[src/rtl/pm_pkg.sv]
package pm_pkg;

    typedef enum logic [2:0] {
        ST_RESET = 3'd0,
        ST_RUN   = 3'd1,
        ST_IDLE  = 3'd2,
        ST_PDOWN = 3'd3,
        ST_WAKE  = 3'd4,
        ST_START = 3'd5
    } pm_state_e;

    typedef struct packed {
        logic cpu_en;
        logic per_en;
        logic osc_en;
        logic core_rst;
        logic strobe_hold;
    } pm_ctl_t;

    // Output pattern for each state
    function automatic pm_ctl_t ctl_for(pm_state_e s);
        pm_ctl_t c;
        case (s)
            ST_RESET: c = '{cpu_en: 1'b1, per_en: 1'b1, osc_en: 1'b1, core_rst: 1'b1, strobe_hold: 1'b0};
            ST_RUN:   c = '{cpu_en: 1'b1, per_en: 1'b1, osc_en: 1'b1, core_rst: 1'b0, strobe_hold: 1'b0};
            ST_IDLE:  c = '{cpu_en: 1'b0, per_en: 1'b1, osc_en: 1'b1, core_rst: 1'b0, strobe_hold: 1'b1};
            ST_PDOWN: c = '{cpu_en: 1'b0, per_en: 1'b0, osc_en: 1'b0, core_rst: 1'b0, strobe_hold: 1'b0};
            ST_WAKE:  c = '{cpu_en: 1'b0, per_en: 1'b0, osc_en: 1'b1, core_rst: 1'b0, strobe_hold: 1'b0};
            ST_START: c = '{cpu_en: 1'b0, per_en: 1'b0, osc_en: 1'b1, core_rst: 1'b1, strobe_hold: 1'b0};
            default:  c = '{cpu_en: 1'b1, per_en: 1'b1, osc_en: 1'b1, core_rst: 1'b1, strobe_hold: 1'b0};
        endcase
        return c;
    endfunction

    // Phases the reset pin must stay high before acceptance
    function automatic int filt_limit(int phases_per_mc, int n_mc);
        return phases_per_mc * n_mc;
    endfunction

endpackage

[src/rtl/pm_phase_div.sv]
module pm_phase_div (
    input  logic clk,
    input  logic por,
    input  logic osc_en,
    output logic tick
);
    logic phase_q;

    always_ff @(posedge clk) begin
        if (por)
            phase_q <= 1'b0;
        else if (osc_en)
            phase_q <= ~phase_q;
    end

    // one tick per two oscillator periods, only while the oscillator runs
    assign tick = osc_en & phase_q;


    phase_toggle_chk: assert property (@(posedge clk) disable iff (por)
        osc_en |=> (phase_q != $past(phase_q)));


    phase_frozen_chk: assert property (@(posedge clk) disable iff (por)
        !osc_en |=> $stable(phase_q));
endmodule

[src/rtl/pm_rst_filter.sv]
module pm_rst_filter #(
    parameter int SYNC_STAGES   = 2,
    parameter int PHASES_PER_MC = 6,
    parameter int RST_MC        = 2
) (
    input  logic clk,
    input  logic por,
    input  logic rst_pin,
    input  logic tick,
    output logic pin_high,
    output logic accept
);
    localparam int LIMIT = pm_pkg::filt_limit(PHASES_PER_MC, RST_MC);
    localparam int CW    = $clog2(LIMIT + 1);
    localparam logic [CW-1:0] LIM_V = CW'(LIMIT);

    logic [SYNC_STAGES-1:0] sync_q;
    logic [CW-1:0]          cnt_q;

    // synchronizer presets to "pin high" so a release is seen only after por
    always_ff @(posedge clk) begin
        if (por)
            sync_q <= '1;
        else
            sync_q <= {sync_q[SYNC_STAGES-2:0], rst_pin};
    end

    assign pin_high = sync_q[SYNC_STAGES-1];

    always_ff @(posedge clk) begin
        if (por || !pin_high)
            cnt_q <= '0;
        else if (tick && (cnt_q != LIM_V))
            cnt_q <= cnt_q + 1'b1;
    end

    assign accept = pin_high && (cnt_q == LIM_V);


    filt_bound_chk: assert property (@(posedge clk) disable iff (por)
        cnt_q <= LIM_V);


    filt_clear_chk: assert property (@(posedge clk) disable iff (por)
        !pin_high |=> (cnt_q == '0));


    filt_step_chk: assert property (@(posedge clk) disable iff (por)
        (pin_high && !tick) |=> $stable(cnt_q) || (cnt_q == '0));
endmodule

[src/rtl/pm_ea_latch.sv]
module pm_ea_latch (
    input  logic clk,
    input  logic por,
    input  logic capture,
    input  logic lock_en,
    input  logic ea_pin,
    output logic ea_out
);
    logic ea_q;

    always_ff @(posedge clk) begin
        if (por)
            ea_q <= 1'b0;
        else if (capture)
            ea_q <= ea_pin;
    end

    assign ea_out = lock_en ? ea_q : ea_pin;


    ea_hold_chk: assert property (@(posedge clk) disable iff (por)
        !capture |=> $stable(ea_q));


    ea_pass_chk: assert property (@(posedge clk) disable iff (por)
        !lock_en |-> (ea_out == ea_pin));
endmodule

[src/rtl/pwr_rst_ctrl.sv]
module pwr_rst_ctrl #(
    parameter int SYNC_STAGES   = 2,
    parameter int PHASES_PER_MC = 6,
    parameter int RST_MC        = 2,
    parameter int STARTUP_PH    = 32
) (
    input  logic clk,
    input  logic por,
    input  logic rst_pin,
    input  logic idle_req,
    input  logic pd_req,
    input  logic irq_pend,
    input  logic ea_pin,
    input  logic lock1_prog,
    output logic cpu_clk_en,
    output logic per_clk_en,
    output logic osc_run,
    output logic core_rst,
    output logic strobe_hold,
    output logic ea_latched
);
    import pm_pkg::*;

    localparam int SW = $clog2(STARTUP_PH + 1);
    localparam logic [SW-1:0] START_LAST = SW'(STARTUP_PH - 1);

    pm_state_e state_q, state_d;
    pm_ctl_t   ctl;
    logic      tick, pin_high, rst_acc, start_done;
    logic [SW-1:0] start_q;

    assign ctl = ctl_for(state_q);

    pm_phase_div u_div (
        .clk    (clk),
        .por    (por),
        .osc_en (ctl.osc_en),
        .tick   (tick)
    );

    pm_rst_filter #(
        .SYNC_STAGES   (SYNC_STAGES),
        .PHASES_PER_MC (PHASES_PER_MC),
        .RST_MC        (RST_MC)
    ) u_filt (
        .clk      (clk),
        .por      (por),
        .rst_pin  (rst_pin),
        .tick     (tick),
        .pin_high (pin_high),
        .accept   (rst_acc)
    );

    pm_ea_latch u_ea (
        .clk     (clk),
        .por     (por),
        .capture (state_q == ST_RESET),
        .lock_en (lock1_prog),
        .ea_pin  (ea_pin),
        .ea_out  (ea_latched)
    );

    // start-up counter, in phases, after a deep-sleep wake is accepted
    always_ff @(posedge clk) begin
        if (por || state_q != ST_START)
            start_q <= '0;
        else if (tick && !start_done)
            start_q <= start_q + 1'b1;
    end

    assign start_done = tick && (start_q == START_LAST);

    always_comb begin
        state_d = state_q;
        case (state_q)
            ST_RESET: if (!pin_high) state_d = ST_RUN;
            ST_RUN: begin
                if (rst_acc)       state_d = ST_RESET;
                else if (pd_req)   state_d = ST_PDOWN;
                else if (idle_req) state_d = ST_IDLE;
            end
            ST_IDLE: begin
                if (rst_acc)       state_d = ST_RESET;
                else if (irq_pend) state_d = ST_RUN;
            end
            ST_PDOWN: if (pin_high) state_d = ST_WAKE;
            ST_WAKE: begin
                if (rst_acc)        state_d = ST_START;
                else if (!pin_high) state_d = ST_PDOWN;
            end
            ST_START: if (start_done) state_d = ST_RESET;
            default: state_d = ST_RESET;
        endcase
    end

    always_ff @(posedge clk) begin
        if (por)
            state_q <= ST_RESET;
        else
            state_q <= state_d;
    end

    assign cpu_clk_en  = ctl.cpu_en;
    assign per_clk_en  = ctl.per_en;
    assign osc_run     = ctl.osc_en;
    assign core_rst    = ctl.core_rst;
    assign strobe_hold = ctl.strobe_hold;


    idle_wake_chk: assert property (@(posedge clk) disable iff (por)
        (state_q == ST_IDLE && irq_pend && !rst_acc) |=> (state_q == ST_RUN));


    pd_stay_chk: assert property (@(posedge clk) disable iff (por)
        (state_q == ST_PDOWN && !pin_high) |=> (state_q == ST_PDOWN));


    pd_priority_chk: assert property (@(posedge clk) disable iff (por)
        (state_q == ST_RUN && pd_req && !rst_acc) |=> (state_q == ST_PDOWN));


    start_hold_chk: assert property (@(posedge clk) disable iff (por)
        (state_q == ST_START && !start_done) |=> (state_q == ST_START));


    rst_take_chk: assert property (@(posedge clk) disable iff (por)
        (rst_acc && (state_q == ST_RUN || state_q == ST_IDLE)) |=> core_rst);


    wake_osc_chk: assert property (@(posedge clk) disable iff (por)
        $rose(osc_run) |-> $past(pin_high));
endmodule

[config.mk]
export PLATFORM = sky130hd
export DESIGN_NAME = pwr_rst_ctrl
export DESIGN_NICKNAME = d
export VERILOG_FILES = /design/src/rtl/pm_pkg.sv /design/src/rtl/pm_phase_div.sv /design/src/rtl/pm_rst_filter.sv /design/src/rtl/pm_ea_latch.sv /design/src/rtl/pwr_rst_ctrl.sv
export SDC_FILE = /design/constraint.sdc
export NUM_CORES = 1
export LEC_CHECK = 0
export BUFFER_PORTS_ARGS = -buffer_cell sky130_fd_sc_hd__buf_2
export CORE_ASPECT_RATIO = 0.8
export CORE_MARGIN = 2
export CORE_UTILIZATION = 55
export DETAILED_ROUTE_END_ITERATION = 7
export GPL_TIMING_DRIVEN = 0
export PLACE_DENSITY_LB_ADDON = 0.3
export SETUP_SLACK_MARGIN = 0.3
export SLEW_MARGIN = 20
export SYNTH_ARGS = -nofsm -noshare
export SYNTH_HDL_FRONTEND = slang
export SYNTH_SLANG_ARGS = --single-unit
[constraint.sdc]
create_clock -name clk -period 1.9 [get_ports clk]
set_input_delay 0.285 -clock clk [delete_from_list [all_inputs] [get_ports clk]]
set_output_delay 0.285 -clock clk [all_outputs]
set_load 0.02 [all_outputs]
## Yosys cells after proc, flatten, opt, wreduce, memory -nomap -nowiden

Cells that the tools add are included.

- Register bits: 17
- Logic and storage cells: 48

- $add $sub $neg: 2
- Eq/ne operators: 15
- Multiplexer cells: 13
- Bitwise logic cells: 2
- Reductions and logical operators: 10

Operator list:

| kind | count |
|---|---|
| $mux 3 | 10 |
| $pmux 5 s5 | 1 |
| $pmux 3 s6 | 1 |
| $ne 3x3->1 const B | 3 |
| $ne 4x4->1 const B | 2 |
| $add 6x1->6 const B | 1 |
| $eq 3x2->1 const B | 2 |
| $eq 3x3->1 const B | 2 |
| $eq 6x5->1 const B | 1 |
| $reduce_and 6->1 | 1 |
| $add 4x1->4 const B | 1 |
| $eq 4x4->1 const B | 1 |
| $logic_and 1x1->1 | 4 |
| $ne 2x2->1 const B | 2 |
| $eq 3x1->1 const B | 1 |
| $logic_not 3->1 | 1 |
| $logic_not 1->1 | 2 |
| $logic_or 1x1->1 | 2 |
| $ne 2x1->1 const B | 1 |
| $and 1x1->1 | 1 |
| $mux 1 | 1 |
| $not 1->1 | 1 |

## Longest topological paths before layout

Gate-level depths: netlist of run 1.

- Word-level depth: 6
- Depth in mapped cells: 8
- Depth with buffers taken out: 7

## Hierarchy

From an unflattened synthesis of run 1, not the netlist that was laid out.

- Cells, all modules: 111
- Area, all modules: 952.2 µm²

By module, submodules not included:

| module | times used | cells an instance | area each (µm²) |
|---|---|---|---|
| pwr_rst_ctrl | 1 | 72 | 598.1 |
| pm_rst_filter | 1 | 31 | 265.3 |
| pm_ea_latch | 1 | 4 | 48.8 |
| pm_phase_div | 1 | 4 | 40.0 |

## Worst setup path after synthesis of run 1

No wires, ideal clock.

- Path kind: register -> output
- Start point: register state_q[1]
- End point: output port per_clk_en
- Data arrival time: 1409 ps
- Required time: 1615 ps
- Slack: 206 ps
- Stages on the path, launching flop included: 4
- Buffers on the path: 1
- Cells stage by stage: dfxtp_1 > buf_6 > nor3b_1 > or2_2

- Cells in the longest elaborated chain, start to end: 2
- Elaborated cells on any way between the ends: 6
- Classes of those cells: eq/ne (5); mux (1)

RTL lines:

| what | RTL line | text |
|---|---|---|
| start: declaration | pwr_rst_ctrl.sv:27 | `pm_state_e state_q, state_d;` |
| start signal: assignment | pwr_rst_ctrl.sv:100 | `state_q <= state_d;` |
| $eq 3x3->1 (tied with other cells) | pm_pkg.sv:23 | `case (s)` |
| $pmux 5 s5 * | pm_pkg.sv:23 |  |
| end: declaration | pwr_rst_ctrl.sv:16 | `output logic per_clk_en,` |

Every way passes the cells marked *; elsewhere a longest branch is shown, timed or not.

## Worst setup path after layout of run 1

- Start point: register u_filt.cnt_q[1]
- End point: register state_q[0]

- Cells in the longest elaborated chain, start to end: 4
- Elaborated cells on any way between the ends: 10
- Classes of those cells: eq/ne (4); mux (4); reduce/logical (2)

RTL lines:

| what | RTL line | text |
|---|---|---|
| start: declaration | pm_rst_filter.sv:18 | `logic [CW-1:0] cnt_q;` |
| start signal: assignment | pm_rst_filter.sv:34 | `cnt_q <= cnt_q + 1'b1;` |
| $eq 4x4->1 * | pm_rst_filter.sv:37 | `assign accept = pin_high && (cnt_q == LIM_V);` |
| $logic_and 1x1->1 * | pm_rst_filter.sv:37 |  |
| $ne 4x4->1 (no source line) (tied with other cells) | n/a |  |
| $reduce_and 6->1 (no source line) / $pmux 3 s6 (equally long branches) | n/a |  |

Marks and branches as above.
A chain may end at the register's enable or synchronous reset.

==> flow_summary.yaml, run 1 <==
detailed_routing:
  vias_per_cell: 5.604
  vias: 891
  wl_mm: 2.391
  drcViolationCount: 0
  drtPass1Iterations: 5
  wl_per_cell_um: 15.04
  ant_nets: 0
  drtIter0Drc: 12
power_and_ir_drop:
  cellLeakagePower_nw: 0.5384
  power_switching_share_pct: 28.06
  seqPwrFrac_pct: 52.3
  power_mw: 0.7224
  p_int_mw: 0.5197
  comb_power_share_pct: 20.5
  ir_drop_uv: 466.7
  clockPowerShare_pct: 27.2
  switchingPower_mw: 0.2027
  power_density_nw_per_um2: 563.3
placement:
  gp_congestion: 0.8526
  dpl.hpwl_mm: 1.319
  io_buffers: 12
job:
  drv_cap: 0
global_routing:
  grt_start_max_net_pins: 11
  grt.total_usage_pct: 21.41
  grt_first_pass_wirelength_mm: 3.408
  grt_pass1_vias: 821
  grt_overflow: 0
  antenna_found_initial: 0
logic_synthesis:
  yosys.cell_types.count: 37
  synth.avg_cell_area_um2: 8.918
  synth_nets: 121
  synth_edf_count: 0
  synthesis.area_um2: 980.9
  synth_ff_type: "dfxtp_1"
  synth_async_sr_flop_share_pct: 0
  ys_warn_count: 0
  ys_seq_area_share_pct: 34.69
  ys_ff_latch: 17
  synth_cells: 110
timing:
  finalHoldViolCount: 0
  max-slew-margin-rel_pct: 74.34
  rsz0062_at_grt: "true"
  setup_violations: 0
  finalSetupTns_ps: 0
  finClkSkew_ps: 11.93
  maxSlewViolCount: 0
  period_needed_ps: 1614
  fmax_mhz: 619.4
  timing.final.crit_share_pct: 84.97
  worstMarginPinSlew_ps: 384.9
  whs_ps: 169.9
clock_network:
  clkTransAtPathRegs_ps: 100
  cts-buffers-inserted: 3
  cts_tree: "yes"
  clock-sinks: 17
  htreeDepth: 1
  clockBufferDepth: 2
  clk_latency_ps: 300
  clockRootBuffer: "clkbuf_4"
setup_path:
  worstPathArrival_ps: 1800
  path_max_fanout: 4
  worstSetupPathType: "reg2reg"
  endpoint_kind: "flop"
  crit_family: "compound AO/OA/AOI/OAI gates"
  critPathBufInv: 2
  cp.required_ps: 2090
  crit_cells: 8
  cp_slowest_cell: "dfxtp_2"
  crit_chain: "inv_1, ha_1, and4_4, nor2_4, a32oi_2, buf_4, o21a_1, nor2_1"
  cp-start-kind: "flop"
  slowest_delay_ps: 360
  rr_worst_depth: 8
outcome:
  status: "finished clean"
die:
  ios: 14
  initial_core_util_pct: 59.71
  die-area_um2: 2140
  core.rowCount: 13
  fp.dieH_um: 41.78
  fp.dieW_um: 51.22
  core-area_um2: 1643
finish:
  num-nets-final: 149
  antenna-diode-count: 0
  drive_above_1_share_pct: 43.07
  syn2layout_area_growth_pct: 30.74
worst_hold_path:
  hold_path_class: "in2reg"
  holdPathStages: 2
-- worst register-to-register path, cell delays in order, from the launching register on --
cell and delay [ps]:
dfxtp_2 360, inv_1 50, ha_1 150, and4_4 250, nor2_4 60, a32oi_2 310, buf_4 170, o21a_1 110
nor2_1 40
-- placed cells by master, fill, tap and decap left out, types with 2 or more instances in the layout --
cell type / instances
a21oi_1: 3
a21oi_2: 2
buf_2: 10
buf_4: 12
buf_6: 4
clkbuf_1: 2
clkbuf_4: 3
dfxtp_1: 10
dfxtp_2: 5
dfxtp_4: 2
ha_1: 2
inv_1: 5
mux2i_1: 3
nand2_1: 3
nand2b_1: 2
nand3_1: 5
nand4_1: 2
nor2_1: 16
nor2_4: 2
nor3_1: 2
nor3b_1: 2
o21ai_0: 3
or2_2: 2
or3_1: 2
xnor2_1: 6
xor2_1: 4
-- metal layers --
layer	global-route usage, %	part of all wire [%]
met1	25.95	42
met2	34.29	51
met3	6.835	3.7
met4	10.00	2.8
met5	0	0
-- kinds of logic (layout without fill, tap and decap cells) --
kind of cell             count (synthesis)  after routing  share of synthesized area, %
AND/OR/NAND/NOR                         47             47                         25.51
AO/OA/AOI/OAI                           17             17                         15.94
adder cells (fa/ha/maj)                  3              3                         3.827
multiplexers                             4              4                         4.209
XOR/XNOR                                11             11                         9.821
buffers and inverters                   11             38                         5.995
flip-flops                              17             17                         34.69
-- final timing paths --
check,from,endpoint,slack (ps)
worst max-delay path,u_filt.cnt_q[1],state_q[0],290
worst min register to register,u_filt.sync_q[0],u_filt.sync_q[1],430
worst max register to register,u_filt.cnt_q[1],state_q[0],290
worst min-delay path,rst_pin,u_filt.sync_q[0],170
-- flip-flops by register name, summed over array words and instances, names as in the netlist --
register	flops
start_q	6
u_filt.cnt_q	4
state_q	3
u_filt.sync_q	2
u_div.phase_q	1
u_ea.ea_q	1
-- stage by stage --
step           util (%)  area (µm²)  cells  setup slack [ps]
2_1_floorplan         -       985.9    110             392.4
3_3_place_gp      65.35        1074    144             290.3
3_5_place_dp      65.35        1074    144             246.6
4_1_cts           70.14        1152    151             259.1
5_1_grt           78.07        1282    159             227.3
6_report          78.07        1282    159             285.7
-- power groups by stage --
| stage | logic, mW | registers, mW | clock network (mW) |
|---|---|---|---|
| 3_5_place_dp | 0.106 | 0.386 | 0 |
| 4_1_cts | 0.115 | 0.377 | 0.207 |
| 5_1_grt | 0.158 | 0.380 | 0.218 |
| 2_1_floorplan | 0.0815 | 0.384 | 0 |
| 6_report | 0.148 | 0.378 | 0.197 |
| 3_3_place_gp | 0.103 | 0.385 | 0 |
-- final cells by class --
class                      instances  area [µm²]
buffer                             6       61.31
clock buffer                       3       22.52
clock inverter                     1       5.005
fill                             110       360.3
inverter                           5       18.77
multi-input combinational         82       641.9
sequential                        17       354.1
tap                               22       27.53
timing repair buffer              23       151.4
-- Yosys cell counts (2+ instances only) --
cell type | count | share of area, %
xor2_1 | 4 | 3.6
nor3b_1 | 3 | 2.3
buf_2 | 2 | 1.0
ha_1 | 3 | 3.8
or2_2 | 3 | 1.9
nand3_1 | 5 | 2.6
dfxtp_1 | 17 | 35
nand2_1 | 3 | 1.1
or3_1 | 2 | 1.3
xnor2_1 | 7 | 6.3
inv_1 | 5 | 1.9
nand2b_1 | 2 | 1.3
buf_6 | 2 | 2.3
nor3_1 | 3 | 1.5
clkbuf_1 | 2 | 0.77
nand4_1 | 2 | 1.3
o21ai_0 | 3 | 1.5
a21oi_1 | 5 | 2.6
nor2_1 | 17 | 6.5
mux2i_1 | 3 | 3.1
-- timing repair --
action,4_1_cts,5_1_grt
resized for setup,12,19
endpoints found under the setup margin,5,9
pin swaps,0,7
hold buffers,0,0
setup buffers,3,8
Note: power is estimated with default switching activity, not from simulation.
==> run 2, diff against run 1 <==
--- a/config.mk
+++ b/config.mk
@@ -5,10 +5,11 @@
 export SDC_FILE = /design/constraint.sdc
 export NUM_CORES = 1
 export LEC_CHECK = 0
+export ABC_AREA = 1
 export BUFFER_PORTS_ARGS = -buffer_cell sky130_fd_sc_hd__buf_2
 export CORE_ASPECT_RATIO = 0.8
 export CORE_MARGIN = 2
-export CORE_UTILIZATION = 55
+export CORE_UTILIZATION = 54
 export DETAILED_ROUTE_END_ITERATION = 7
 export GPL_TIMING_DRIVEN = 0
 export PLACE_DENSITY_LB_ADDON = 0.3
==> constraint.sdc (replaced) <==
create_clock -name clk -period 1.5 [get_ports clk]
set_input_delay 0.225 -clock clk [delete_from_list [all_inputs] [get_ports clk]]
set_output_delay 0.225 -clock clk [all_outputs]
set_load 0.02 [all_outputs]
==> run 2 against run 1 <==
Net effect:
- clock power grew 30%
- highest routed layer unchanged
- critical path type unchanged
- flip-flop and latch count unchanged
- sequential share of layout area fell by 3.8 points
- sequential power rose by 54%
- die area decreased by 0.21%
- largest power group is now combinational logic
- the flow now finishes with violations (setup timing)
- clock-buffer cell count unchanged
==> flow_summary.yaml, run 2 <==
detailed_routing:
  drcViolationCount: 0
  ant_nets: 0
  drtIter0Drc: 149
  wl_mm: 4.209
  vias_per_cell: 6.660
  vias: 1372
  wl_per_cell_um: 20.43
  drtPass1Iterations: 5
timing:
  timing.final.crit_share_pct: 111.6
  rsz0062_at_grt: "true"
  max-slew-margin-rel_pct: 79.14
  period_needed_ps: 1674
  setup_violations: 8
  finClkSkew_ps: 10.32
  setup_ws_ps: -173.6
  maxSlewViolCount: 0
  worstMarginPinSlew_ps: 311.7
  fmax_mhz: 597.5
  whs_ps: 100.6
  finalHoldViolCount: 0
logic_synthesis:
  synth_cells: 144
  synth_nets: 155
  synth_area_leaders: "dfxtp_1 (35%), nand2_1 (13%), nor2_1 (9.0%)"
  synth_ff_type: "dfxtp_1"
  synth_edf_count: 0
  yosys.cell_types.count: 24
  synthTopCellsByCount: "nand2_1 (32), nor2_1 (23), dfxtp_1 (17), inv_1 (17), o21ai_0 (10)"
  ys_warn_count: 0
  netlist.area_leader.share_pct: 35.42
  synth_async_sr_flop_share_pct: 0
  synth.avg_cell_area_um2: 6.673
  synthesis.area_um2: 960.9
  ys_ff_latch: 17
  yosysMostFrequentCell: "nand2_1"
  ys_seq_area_share_pct: 35.42
  yosys.area.top_type: "dfxtp_1"
die:
  ios: 14
  die-area_um2: 2135
  fp.dieW_um: 51.17
  fp.dieH_um: 41.73
  core-area_um2: 1643
  core.rowCount: 13
  initial_core_util_pct: 58.49
finish:
  num-nets-final: 196
  final_common_cell: "nand2_1"
  reg_top3: "start_q (6), u_filt.cnt_q (4), state_q (3)"
  syn2layout_area_growth_pct: 57.29
  largest_register_ffs: 6
  antenna-diode-count: 0
  drive_above_1_share_pct: 50.54
  fin_util_pct: 92.00
  final_cell_mix: "nand2_1 (23), buf_4 (21), nor2_1 (16)"
  largest-register: "start_q"
  final_cell_area_um2: 1511
setup_path:
  rr_startpoint: "u_filt.cnt_q[0]"
  cp.required_ps: 1730
  worstPathArrival_ps: 1900
  crit_end: "state_q[1]"
  path_max_fanout: 5
  startpoint: "u_filt.cnt_q[0]"
  cp-start-kind: "flop"
  rr_endpoint: "state_q[1]"
  endpoint_kind: "flop"
  worstSetupPathType: "reg2reg"
  r2r_slack_ps: -170
  rr_worst_depth: 8
global_routing:
  gr-usage-met1_pct: 37.00
  grt_start_max_net_pins: 11
  use_met2_pct: 45.97
  grt_overflow: 0
  use_met3_pct: 8.633
  grt.total_usage_pct: 28.72
  antenna_found_initial: 0
  grt_first_pass_wirelength_mm: 4.526
  busiest_layer: "met2"
  grt_pass1_vias: 995
clock_network:
  postCtsHoldBufs: 0
  clkTransAtPathRegs_ps: 100
  htreeDepth: 1
  cts_tree: "yes"
  cts-buffers-inserted: 3
  clockRootBuffer: "clkbuf_4"
  clockBufferDepth: 2
  clk_latency_ps: 310
  clock-sinks: 17
placement:
  gp_congestion: 0.9284
  io_buffers: 13
  pre_cts_ws_ps: 7.587
  dpl.hpwl_mm: 1.607
  placed_area_um2: 1111
power_and_ir_drop:
  ir_drop_uv: 1111
  cellLeakagePower_nw: 0.6385
  power_mw: 1.899
  power_density_nw_per_um2: 1256
outcome:
  violations: "setup timing"
  status: "finished, violations left"
worst_hold_path:
  hold_path_class: "in2reg"
job:
  drv_cap: 0
## run 2: cell count changes in the layout (fill, tap and decap cells not counted), sizes merged, moves of 5 or more
| cell | delta |
|---|---|
| xnor2 | -7 |
| buf | +10 |
| inv | +14 |
| nand2 | +30 |
| o21ai | +6 |
| nor2 | +10 |
| nand3 | +5 |
## run 2: area by class of cell
class / count / area [µm²]
clock buffers: 3 / 22.52
repair buffers: 36 / 276.5
multi-input cells: 107 / 728.2
well taps: 22 / 27.53
flip-flops and latches: 17 / 360.3
plain buffers: 1 / 15.01
fillers: 55 / 131.4
clock inverters: 1 / 5.005
inverters: 19 / 76.32
## run 2: kinds of logic after synthesis
logic type                 synth area share (%)
buffers and inverters                     7.942
AOI/OAI and AO/OA                         12.63
and+or+nand+nor                           39.19
adders and majority gates                 3.907
DFF                                       35.42
xor gates and xnor gates                 0.9116
## run 2: worst min path at each step
stage	from	to	cells past startpoint
after CTS	rst_pin	u_filt.sync_q[0]	2
after detailed placement	u_filt.sync_q[0]	u_filt.sync_q[1]	1
after global routing	rst_pin	u_filt.sync_q[0]	2
final	rst_pin	u_filt.sync_q[0]	2
after floorplan	por	state_q[2]	1
after global placement	u_filt.sync_q[0]	u_filt.sync_q[1]	1
## run 2: timing repair
| item | CTS | global route |
|---|---|---|
| gates resized for setup | 36 | 28 |
| pin swaps | 14 | 14 |
| endpoints found under the setup margin | 17 | 19 |
| buffers inserted | 11 | 12 |
## run 2: critical path, stage by stage, from the launching register on
cell	delay [ps]
dfxtp_2	350
inv_2	90
ha_4	160
nand4_1	220
nand3b_1	230
nand2_1	130
nor2_2	170
nor2_1	80
nor2_1	180
## run 2: per-layer routing
layer / share of wire, % / vias to the layer above
li1: - / 552
met1: 35 / 614
met2: 43 / 154
met4: 7.9 / 0
met5: 0 / -
met3: 14 / 52
## run 2: report_power, final
part	internal [mW]	switching [mW]	total (mW)	leakage (nW)
registers	0.511	0.0715	0.582	0.143
logic	0.448	0.613	1.06	0.478
clock network	0.0998	0.156	0.256	0.0177
total	1.06	0.841	1.90	0.638
## run 2: metrics by stage
step	TNS, ps	cells
detailed placement	0	179
finish	-665.1	206
floorplan	0	144
CTS	0	194
global placement	0	179
global route	-863.9	206
